[src/rtl/fifo_gray_pkg.sv]
package fifo_gray_pkg;
  localparam int CONV_W = 32;

  // Gray word to binary: each bit is the XOR of all Gray bits above and including it
  function automatic logic [CONV_W-1:0] gray_to_bin(input logic [CONV_W-1:0] g);
    logic [CONV_W-1:0] b;
    b[CONV_W-1] = g[CONV_W-1];
    for (int i = CONV_W - 2; i >= 0; i--) b[i] = b[i+1] ^ g[i];
    return b;
  endfunction

  function automatic logic [CONV_W-1:0] bin_to_gray(input logic [CONV_W-1:0] b);
    return b ^ (b >> 1);
  endfunction

  // Mask that flips the two top bits of an n-bit Gray pointer
  function automatic logic [CONV_W-1:0] wrap_flip(input int n);
    return CONV_W'(3) << (n - 2);
  endfunction
endpackage

[src/rtl/gray_ptr_ctr.sv]
module gray_ptr_ctr
  import fifo_gray_pkg::*;
#(
  parameter int PTR_W = 5
) (
  input  logic             clk,
  input  logic             rst_n,
  input  logic             inc,
  output logic [PTR_W-1:0] gray_q,
  output logic [PTR_W-1:0] bin_cur,
  output logic [PTR_W-1:0] bin_nxt,
  output logic [PTR_W-1:0] gray_nxt
);
  logic [CONV_W-1:0] bin_wide;

  assign bin_wide = gray_to_bin(CONV_W'(gray_q));
  assign bin_cur  = bin_wide[PTR_W-1:0];
  assign bin_nxt  = bin_cur + PTR_W'(inc);
  assign gray_nxt = PTR_W'(bin_to_gray(CONV_W'(bin_nxt)));

  always_ff @(posedge clk) begin
    if (!rst_n) gray_q <= '0;
    else        gray_q <= gray_nxt;
  end
endmodule

[src/rtl/dp_ram_reg.sv]
module dp_ram_reg #(
  parameter int DATA_W = 16,
  parameter int ADDR_W = 4
) (
  input  logic              clk,
  input  logic              rst_n,
  input  logic              we,
  input  logic [ADDR_W-1:0] waddr,
  input  logic [DATA_W-1:0] wdata,
  input  logic              re,
  input  logic [ADDR_W-1:0] raddr,
  output logic [DATA_W-1:0] rdata
);
  localparam int WORDS = 1 << ADDR_W;

  logic [DATA_W-1:0] mem [WORDS];

  always_ff @(posedge clk) begin
    if (we) mem[waddr] <= wdata;
  end

  always_ff @(posedge clk) begin
    if (!rst_n)  rdata <= '0;
    else if (re) rdata <= mem[raddr];
  end
endmodule

[src/rtl/gray_delay_fifo.sv]
module gray_delay_fifo
  import fifo_gray_pkg::*;
#(
  parameter int DATA_W = 16,
  parameter int ADDR_W = 4
) (
  input  logic              clk,
  input  logic              rst_n,
  input  logic              wr_inc,
  input  logic [DATA_W-1:0] wr_data,
  input  logic              rd_inc,
  output logic [DATA_W-1:0] rd_data,
  output logic              full,
  output logic              empty
);
  localparam int PTR_W = ADDR_W + 1;
  localparam logic [PTR_W-1:0] FLIP = PTR_W'(wrap_flip(PTR_W));

  logic             full_q, empty_q;
  logic             wr_fire, rd_fire;
  logic [PTR_W-1:0] wg_q, wb_cur, wb_nxt, wg_nxt;
  logic [PTR_W-1:0] rg_q, rb_cur, rb_nxt, rg_nxt;
  logic [PTR_W-1:0] full_word;
  logic             full_next, empty_next;

  // Accepted transfers, visible to the checker
  assign wr_fire = wr_inc & ~full_q;
  assign rd_fire = rd_inc & ~empty_q;

  gray_ptr_ctr #(.PTR_W(PTR_W)) u_wptr (
    .clk(clk), .rst_n(rst_n), .inc(wr_fire),
    .gray_q(wg_q), .bin_cur(wb_cur), .bin_nxt(wb_nxt), .gray_nxt(wg_nxt)
  );

  gray_ptr_ctr #(.PTR_W(PTR_W)) u_rptr (
    .clk(clk), .rst_n(rst_n), .inc(rd_fire),
    .gray_q(rg_q), .bin_cur(rb_cur), .bin_nxt(rb_nxt), .gray_nxt(rg_nxt)
  );

  dp_ram_reg #(.DATA_W(DATA_W), .ADDR_W(ADDR_W)) u_ram (
    .clk(clk), .rst_n(rst_n),
    .we(wr_fire), .waddr(wb_cur[ADDR_W-1:0]), .wdata(wr_data),
    .re(rd_fire), .raddr(rb_cur[ADDR_W-1:0]), .rdata(rd_data)
  );

  // Full: next write Gray with two top bits flipped meets next read Gray
  assign full_word  = wg_nxt ^ FLIP;
  assign full_next  = (full_word == rg_nxt);
  assign empty_next = (rg_nxt == wg_nxt);

  always_ff @(posedge clk) begin
    if (!rst_n) begin
      full_q  <= 1'b0;
      empty_q <= 1'b1;
    end else begin
      full_q  <= full_next;
      empty_q <= empty_next;
    end
  end

  assign full  = full_q;
  assign empty = empty_q;
endmodule

[config.mk]
export PLATFORM = sky130hd
export DESIGN_NAME = gray_delay_fifo
export DESIGN_NICKNAME = d
export VERILOG_FILES = /design/src/rtl/fifo_gray_pkg.sv /design/src/rtl/gray_ptr_ctr.sv /design/src/rtl/dp_ram_reg.sv /design/src/rtl/gray_delay_fifo.sv
export SDC_FILE = /design/constraint.sdc
export NUM_CORES = 1
export LEC_CHECK = 0
export BUFFER_PORTS_ARGS = -buffer_cell sky130_fd_sc_hd__buf_2
export CAP_MARGIN = 20
export CORE_MARGIN = 4
export CORE_UTILIZATION = 30
export CTS_CLUSTER_DIAMETER = 120
export DETAILED_ROUTE_END_ITERATION = 7
export PLACE_DENSITY = 0.44
export SLEW_MARGIN = 30
export SYNTH_ARGS = -nofsm -noshare
export SYNTH_HDL_FRONTEND = slang
export SYNTH_HIERARCHICAL = 1
export SYNTH_SLANG_ARGS = --single-unit
[constraint.sdc]
create_clock -name clk -period 4.05 [get_ports clk]
set_input_delay 1.0125 -clock clk [delete_from_list [all_inputs] [get_ports clk]]
set_output_delay 1.0125 -clock clk [all_outputs]
set_load 0.01 [all_outputs]
==> run summary, run 1 <==
For this run the aggregate overflow at the end of global routing stands at 0. The number of inserted diodes came out at 0. The number of iterations in the first detailed-routing pass is 4.

The peak supply drop is 0.000387 V. During synthesis, Yosys emitted a total of 6 warnings. For this design, the slowest cell found on the critical path is xnor2_1. The final cell utilization of the core came out at 35.8%. Across all layers, the routed design uses 5983 vias.

The share of the clock period used by the worst path after layout is 88.8%. Row generation in the floorplan step produced 70 rows. The worst setup slack for register-to-register paths came out at 0.45 ns. Derived from the worst setup path, the maximum achievable clock frequency is 0.278 GHz. The number of nets produced by synthesis came out at 717. The required arrival time at the worst endpoint is 4.50 ns. The critical path in this run is classified as flip-flop to flip-flop.

The HPWL after detailed placement came out at 15800 um. The quantity of gates resized following cts came out at 0. Buffers added to address setup during post-CTS repair amount to 0.

Traced cell by cell, the critical path runs through xor2_2 -> ha_1 -> inv_1 -> ha_1 -> xnor2_1 -> ha_1 -> nor2b_1 -> a21oi_1 -> xor2_1 -> xnor2_1 -> nand3_1 -> o31ai_1. The time the worst path needs with I/O delays and setup came out at 3.60 ns. The number of top-level pins came out at 38. The number of global-route vias before repair is 6271. The tree built by TritonCTS fans out to 284 sinks. The core box area came out at 36900 sq um.

The initial antenna violation count came out at 0. The final net count is 777. The number of hold buffers added after CTS came out at 0.

Summed over all layers, the routed wires come to 26200 um. The clock latency at the later pin of the worst-skew pair is 0.55 ns. TritonCTS built the clock tree. Compared with the post-synthesis result, the final layout area differs by 16.9%. The endpoint arrival time on the critical path is 4.05 ns. The average via count per standard cell is 4.67. In this run the worst setup path begins at u_wptr/gray_q[3]. The worst setup path is captured at a flip-flop.

The number of CTS-inserted buffers came out at 31. The startpoint identified for the worst register-to-register timing path is u_wptr/gray_q[3]. The initial core utilization is 30.6%.

After synthesis the cells add up to 11300 sq um. Setup repair after global routing left no endpoint under its margin. The count of buffers added on input and output ports is 37.

The wire length of the first global-routing pass came out at 39600 um. The DRC marker count from the first detailed-route iteration came out at 352. The total track usage is 12.6%. The number of buffers and inverters on the critical path came out at 1. In the layout the commonest cells are 256 x edfxtp_1, 130 x mux2i_1, 52 x nand3_1, 48 x a22oi_1, 42 x nand2_1. Dividing the detail-routed wire length by the instance count gives 20.5 um. The max-capacitance violation count came out at 0. The final weighted congestion in routability-driven placement is 0.773. The worst relative slew slack is 39.6%. The leakage power figure came out at 0.00423 uW.

The floorplan die area is 40800 sq um. The CTS root buffer is clkbuf_16. The average cell area after synthesis is 16.3 sq um. The remaining antenna violation count after routing came out at 0. The largest stage delay on the critical path is 0.72 ns. Entering global routing, the biggest net connects 129 pins.

The category of cells accounting for the largest share of critical-path delay is XOR/XNOR gates. Summed over all failing endpoints, the final setup total negative slack is 0 ns. The final-report hold violation count was 0.

The number of levels in the clock H-tree is 1. The number of placed cells counting well taps is 1221. The leading cell type in the layout, fill and taps excluded is edfxtp_1. The clock slew seen by the registers of the worst setup and hold paths is 0.06 ns. In this run the worst hold path is classified as flip-flop to flip-flop.

In this run the most critical hold path is launched from u_ram/rdata[8]. The number of pins exceeding their max-slew limit in the final report came out at 0. In the final layout, the share of cells above drive strength 1 is 17.8%. In the routed design, unresolved DRC markers number 0. Counting along the longest clock path gives a buffer depth of 3. STA classifies the critical path startpoint as a flip-flop. In this run the worst path has a maximum fanout of 8. The number of endpoints failing setup at the final stage came out at 0. For the final database, setup skew stands at 0.0159 ns. Once layout is complete, the cells apart from fillers number 1280. The slew at the pin closest to its max-slew limit came out at 0.903 ns. The flow ran to the end, and the final reports show no timing, DRC or antenna violations.

From bottom edge to top edge, the die measures 202 um. The die is 202 um wide. The gate count after technology mapping came out at 691. Power spread over the standard cell area amounts to 634 nW/um^2. Among the stages of the critical path, the cell type that occurs most often is ha_1.
==> registers in the layout (all words and copies together) (netlist names) <==
register and cells:
u_ram/mem 256, u_ram/rdata 16, u_rptr/gray_q 5, u_wptr/gray_q 5, empty 1, full 1
==> per-stage QoR <==
stage	instance area [sq um]	worst slack (ns)	power, uW	hold slack (ns)
after floorplan	11300	0.686	4920	0.482
after global placement	12100	0.655	5500	0.437
after detailed placement	12100	0.545	5550	0.451
after CTS	13200	0.505	8480	0.464
after global routing	13200	0.0530	8780	0.489
final	13200	0.453	8370	0.459
==> report_power, final <==
group          switching (uW)  leakage (uW)  total [uW]  internal, uW
Sequential                103       0.00254        3690          3580
Combinational            1170       0.00117        1780           614
Clock                    1090      0.000526        2900          1810
==> area by class of cell <==
class | instances | area, sq um
inverters | 8 | 35.0
repair buffers | 62 | 418
fillers | 3472 | 23700
clock inverters | 12 | 171
clock buffers | 46 | 913
multi-input cells | 364 | 2780
flip-flops and latches | 284 | 8250
well taps | 504 | 631
==> metal layers <==
layer	track usage, %	routed length [um]
met5	0	0
met4	2.56	513
met3	2.10	1080
met2	20.3	12100
met1	18.2	12500
==> worst min-delay path, cell delays in order, from the launching register on <==
cell and delay, ns:
dfxtp_1 0.33, nand2_1 0.05, nand3_1 0.05
==> worst paths after layout <==
kind,endpoint,cells past startpoint
worst min register to register,u_ram/rdata[8],2
worst max-delay path,empty,12
worst min-delay path,u_ram/rdata[8],2
worst max register to register,empty,12
(Power assumes the default switching activity.)
==> run 2: changes to the inputs <==
Settings changed: BUFFER_PORTS_ARGS -buffer_cell sky130_fd_sc_hd__buf_2 to -buffer_cell sky130_fd_sc_hd__buf_4, CORE_MARGIN 4 to 8.
==> run 2 against run 1 <==
Net effect:
- core utilization fell by 0.93 points
- flip-flop and latch count is the same
- maximum frequency up 0.73%
- register-to-register slack better by 0.03 ns
- clock skew rose by 0.0016 ns
- via count rose by 0.20%
- die area grew 8.1%
- global-route usage down 0.97 points
- design area decreased by 1.2%
- cell count fell by 0.16%
- sequential power about the same
- setup slack better by 0.026 ns
- largest power group unchanged
- highest routed layer unchanged
==> run summary, run 2 (same netlist as run 1, synthesis figures left out) <==
Run status: complete, no violations (unchanged). The setup clock skew after layout came out at 0.0175 ns (was 0.0159 ns). The die boundary height came out at 210 um (was 202 um). The wire length of the first global-routing pass came out at 39200 um (was 39600 um).

Top library cells by usage in the layout, fill and taps aside: 256 x edfxtp_1, 130 x mux2i_1, 55 x buf_4, 52 x nand3_1, 48 x a22oi_1 (was 256 x edfxtp_1, 130 x mux2i_1, 52 x nand3_1, 48 x a22oi_1, 42 x nand2_1). The number of flip-flops in the largest register was 256 (unchanged). Critical path cell sequence: xor2_2 -> ha_1 -> inv_1 -> ha_1 -> xnor2_1 -> ha_1 -> nor2b_1 -> a21oi_1 -> xor2_1 -> xnor2_1 -> nand3_1 -> o31ai_1 (unchanged). The initial core utilization is 30.2% (was 30.6%). The critical path endpoint is empty (unchanged). The share of the clock period used by the worst path after layout was 88.2% (was 88.8%).

The number of pins exceeding their max-slew limit in the final report came out at 0 (unchanged). The peak supply drop came out at 0.000342 V (was 0.000387 V). The most flop-heavy register is u_ram/mem (unchanged). Unrepaired setup endpoints after global routing: no (unchanged).

The origin of the critical flop-to-flop path is u_wptr/gray_q[3] (unchanged). The detailed-route DRC error count came out at 0 (unchanged). The instance count along the most critical hold path is 2 (unchanged). The CTS root buffer is clkbuf_16 (unchanged). The largest stage delay on the critical path came out at 0.63 ns (was 0.72 ns). The power per cell area was 615 nW/um^2 (was 634 nW/um^2).

The DRC marker count from the first detailed-route iteration came to 371 (was 352). The overall overflow remaining after global route is 0 (unchanged). The fraction of layout cells with a size suffix above 1 came out at 15.1% (was 17.8%). The clock tree from TritonCTS is done (unchanged). The clock latency at the later pin of the worst-skew pair came out at 0.55 ns (about the same).

The core box area was 37400 sq um (was 36900 sq um). The terminus of the critical flop-to-flop path is empty (unchanged). The initial antenna violation count is 0 (unchanged). The start point of the critical path is u_wptr/gray_q[3] (unchanged). The final cell utilization of the core is 34.9% (was 35.8%). The number of endpoints failing setup at the final stage is 0 (unchanged). The sum of routed wire length over all layers is 26200 um (about the same). Largest registers ranked by flip-flop count: u_ram/mem x256, u_ram/rdata x16 (unchanged). The slew at the pin closest to its max-slew limit came out at 1.02 ns (was 0.903 ns).

The number of levels in the clock H-tree came out at 1 (unchanged). The remaining antenna violation count after routing is 0 (unchanged). The depth of the worst register-to-register path is 12 (unchanged).

The clock sink total came out at 284 (unchanged). The total negative slack came to 0 ns (unchanged). The worst relative slew slack came out at 31.7% (was 39.6%). The final-report hold violation count came to 0 (unchanged). The die outline width came out at 210 um (was 202 um). The library cell appearing most often on the critical path is ha_1 (unchanged).

The number of hold buffers added after CTS was 0 (unchanged). The category of cells accounting for the largest share of critical-path delay was XOR/XNOR gates (unchanged). The number of top-level pins was 38 (unchanged). The required arrival time at the worst endpoint came out at 4.50 ns (about the same). The average via count per standard cell came to 4.69 (was 4.67). The time the worst path needs with I/O delays and setup is 3.57 ns (was 3.60 ns). The total power came out at 8020 uW (was 8370 uW). The leading cell type in the layout, fill and taps excluded is edfxtp_1 (unchanged). The classification of the worst setup path is flip-flop to flip-flop (unchanged). The leakage power figure is 0.00411 uW (was 0.00423 uW). The highest attainable clock frequency was 0.280 GHz (was 0.278 GHz). The number of iterations in the first detailed-routing pass came out at 4 (unchanged). The number of port buffers came out at 37 (unchanged). The clock tree buffer depth came out at 3 (unchanged). The final weighted congestion in routability-driven placement came to 0.750 (was 0.773).

The nature of the critical path endpoint is a flip-flop (unchanged). The final net count is 770 (was 777). The total number of cells along the worst setup path came out at 12 (unchanged). The endpoint arrival time on the critical path is 4.02 ns (was 4.05 ns). The number of inserted diodes came out at 0 (unchanged). The quantity of gates resized following cts came to 0 (unchanged). The max-capacitance violation count is 0 (unchanged).

The total number of vias is 5995 (was 5983). The worst setup slack for register-to-register paths was 0.48 ns (was 0.45 ns). The floorplan die area is 44100 sq um (was 40800 sq um). The cell at the slowest stage of the critical path was xnor2_1 (unchanged).

The area growth from synthesis to final layout came out at 15.5% (was 16.9%). The number of global-route vias before repair is 6238 (was 6271). The clock slew seen by the registers of the worst setup and hold paths came out at 0.06 ns (about the same). The startpoint type of the worst setup path is a flip-flop (unchanged).

The total setup buffers inserted after CTS came out at 0 (unchanged). The number of buffers and inverters on the critical path is 1 (unchanged). The number of placed cells counting well taps is 1223 (was 1221). The largest net degree at the start of global routing came out at 129 (unchanged). The class of the most critical hold timing path is flip-flop to flip-flop (unchanged). The number of rows created at floorplan is 71 (was 70). The total track usage was 11.7% (was 12.6%).

The number of CTS-inserted buffers is 30 (was 31). The largest fanout on the critical path came out at 8 (unchanged). The detailed-route wire length per cell is 20.5 um (about the same). The HPWL after detailed placement is 15600 um (was 15800 um). The number of non-filler instances in the completed layout is 1278 (was 1280).
==> run 2: cell count changes in the layout (fill, tap and decap cells not counted), sizes merged <==
cell / change
buf: -6
clkbuf: -2
bufinv: -3
clkinv: +4
clkinvlp: -2
==> run 2: stage by stage <==
step                      hold WS [ns]  instance area, sq um  worst slack [ns]
after detailed placement         0.452                 12100             0.524
final                            0.461                 13000             0.479
after floorplan                  0.482                 11300             0.686
after global placement           0.437                 12100             0.634
after CTS                        0.465                 13000             0.506
after global routing             0.486                 13000             0.130
==> run 2: final cells by class <==
| cell class | count | area [sq um] |
|---|---|---|
| fill | 3581 | 24400 |
| sequential | 284 | 8250 |
| multi-input combinational | 364 | 2780 |
| clock buffer | 44 | 813 |
| tap | 511 | 639 |
| timing repair buffer | 56 | 433 |
| clock inverter | 11 | 87.6 |
| inverter | 8 | 35.0 |
==> run 2: routing by layer <==
| layer | track usage (%) | part of all wire, % | up-vias | wire, um |
|---|---|---|---|---|
| li1 | - | - | 2751 | - |
| met1 | 15.1 | 46 | 3095 | 11900 |
| met2 | 20.2 | 49 | 109 | 12700 |
| met3 | 2.12 | 3.7 | 40 | 959 |
| met4 | 2.77 | 2.0 | 0 | 535 |
| met5 | 0 | 0 | - | 0 |
==> run 2: worst min-delay path by stage <==
stage                    startpoint         endpoint  slack, ns
floorplan            u_ram/rdata[0]   u_ram/rdata[0]       0.48
global placement    u_ram/rdata[11]  u_ram/rdata[11]       0.44
detailed placement  u_ram/rdata[11]  u_ram/rdata[11]       0.45
CTS                 u_ram/rdata[11]  u_ram/rdata[11]       0.47
global route         u_ram/rdata[8]   u_ram/rdata[8]       0.49
finish              u_ram/rdata[10]  u_ram/rdata[10]       0.46
==> run 2: power by group <==
group,switching [uW],internal (uW)
clock,1070,1450
combinational,1180,626
sequential,114,3580
total,2360,5660
==> run 2: worst min-delay path: stages (launching register included) <==
cell and delay (ns):
dfxtp_1 0.33, nand2_1 0.05, nand3_1 0.06
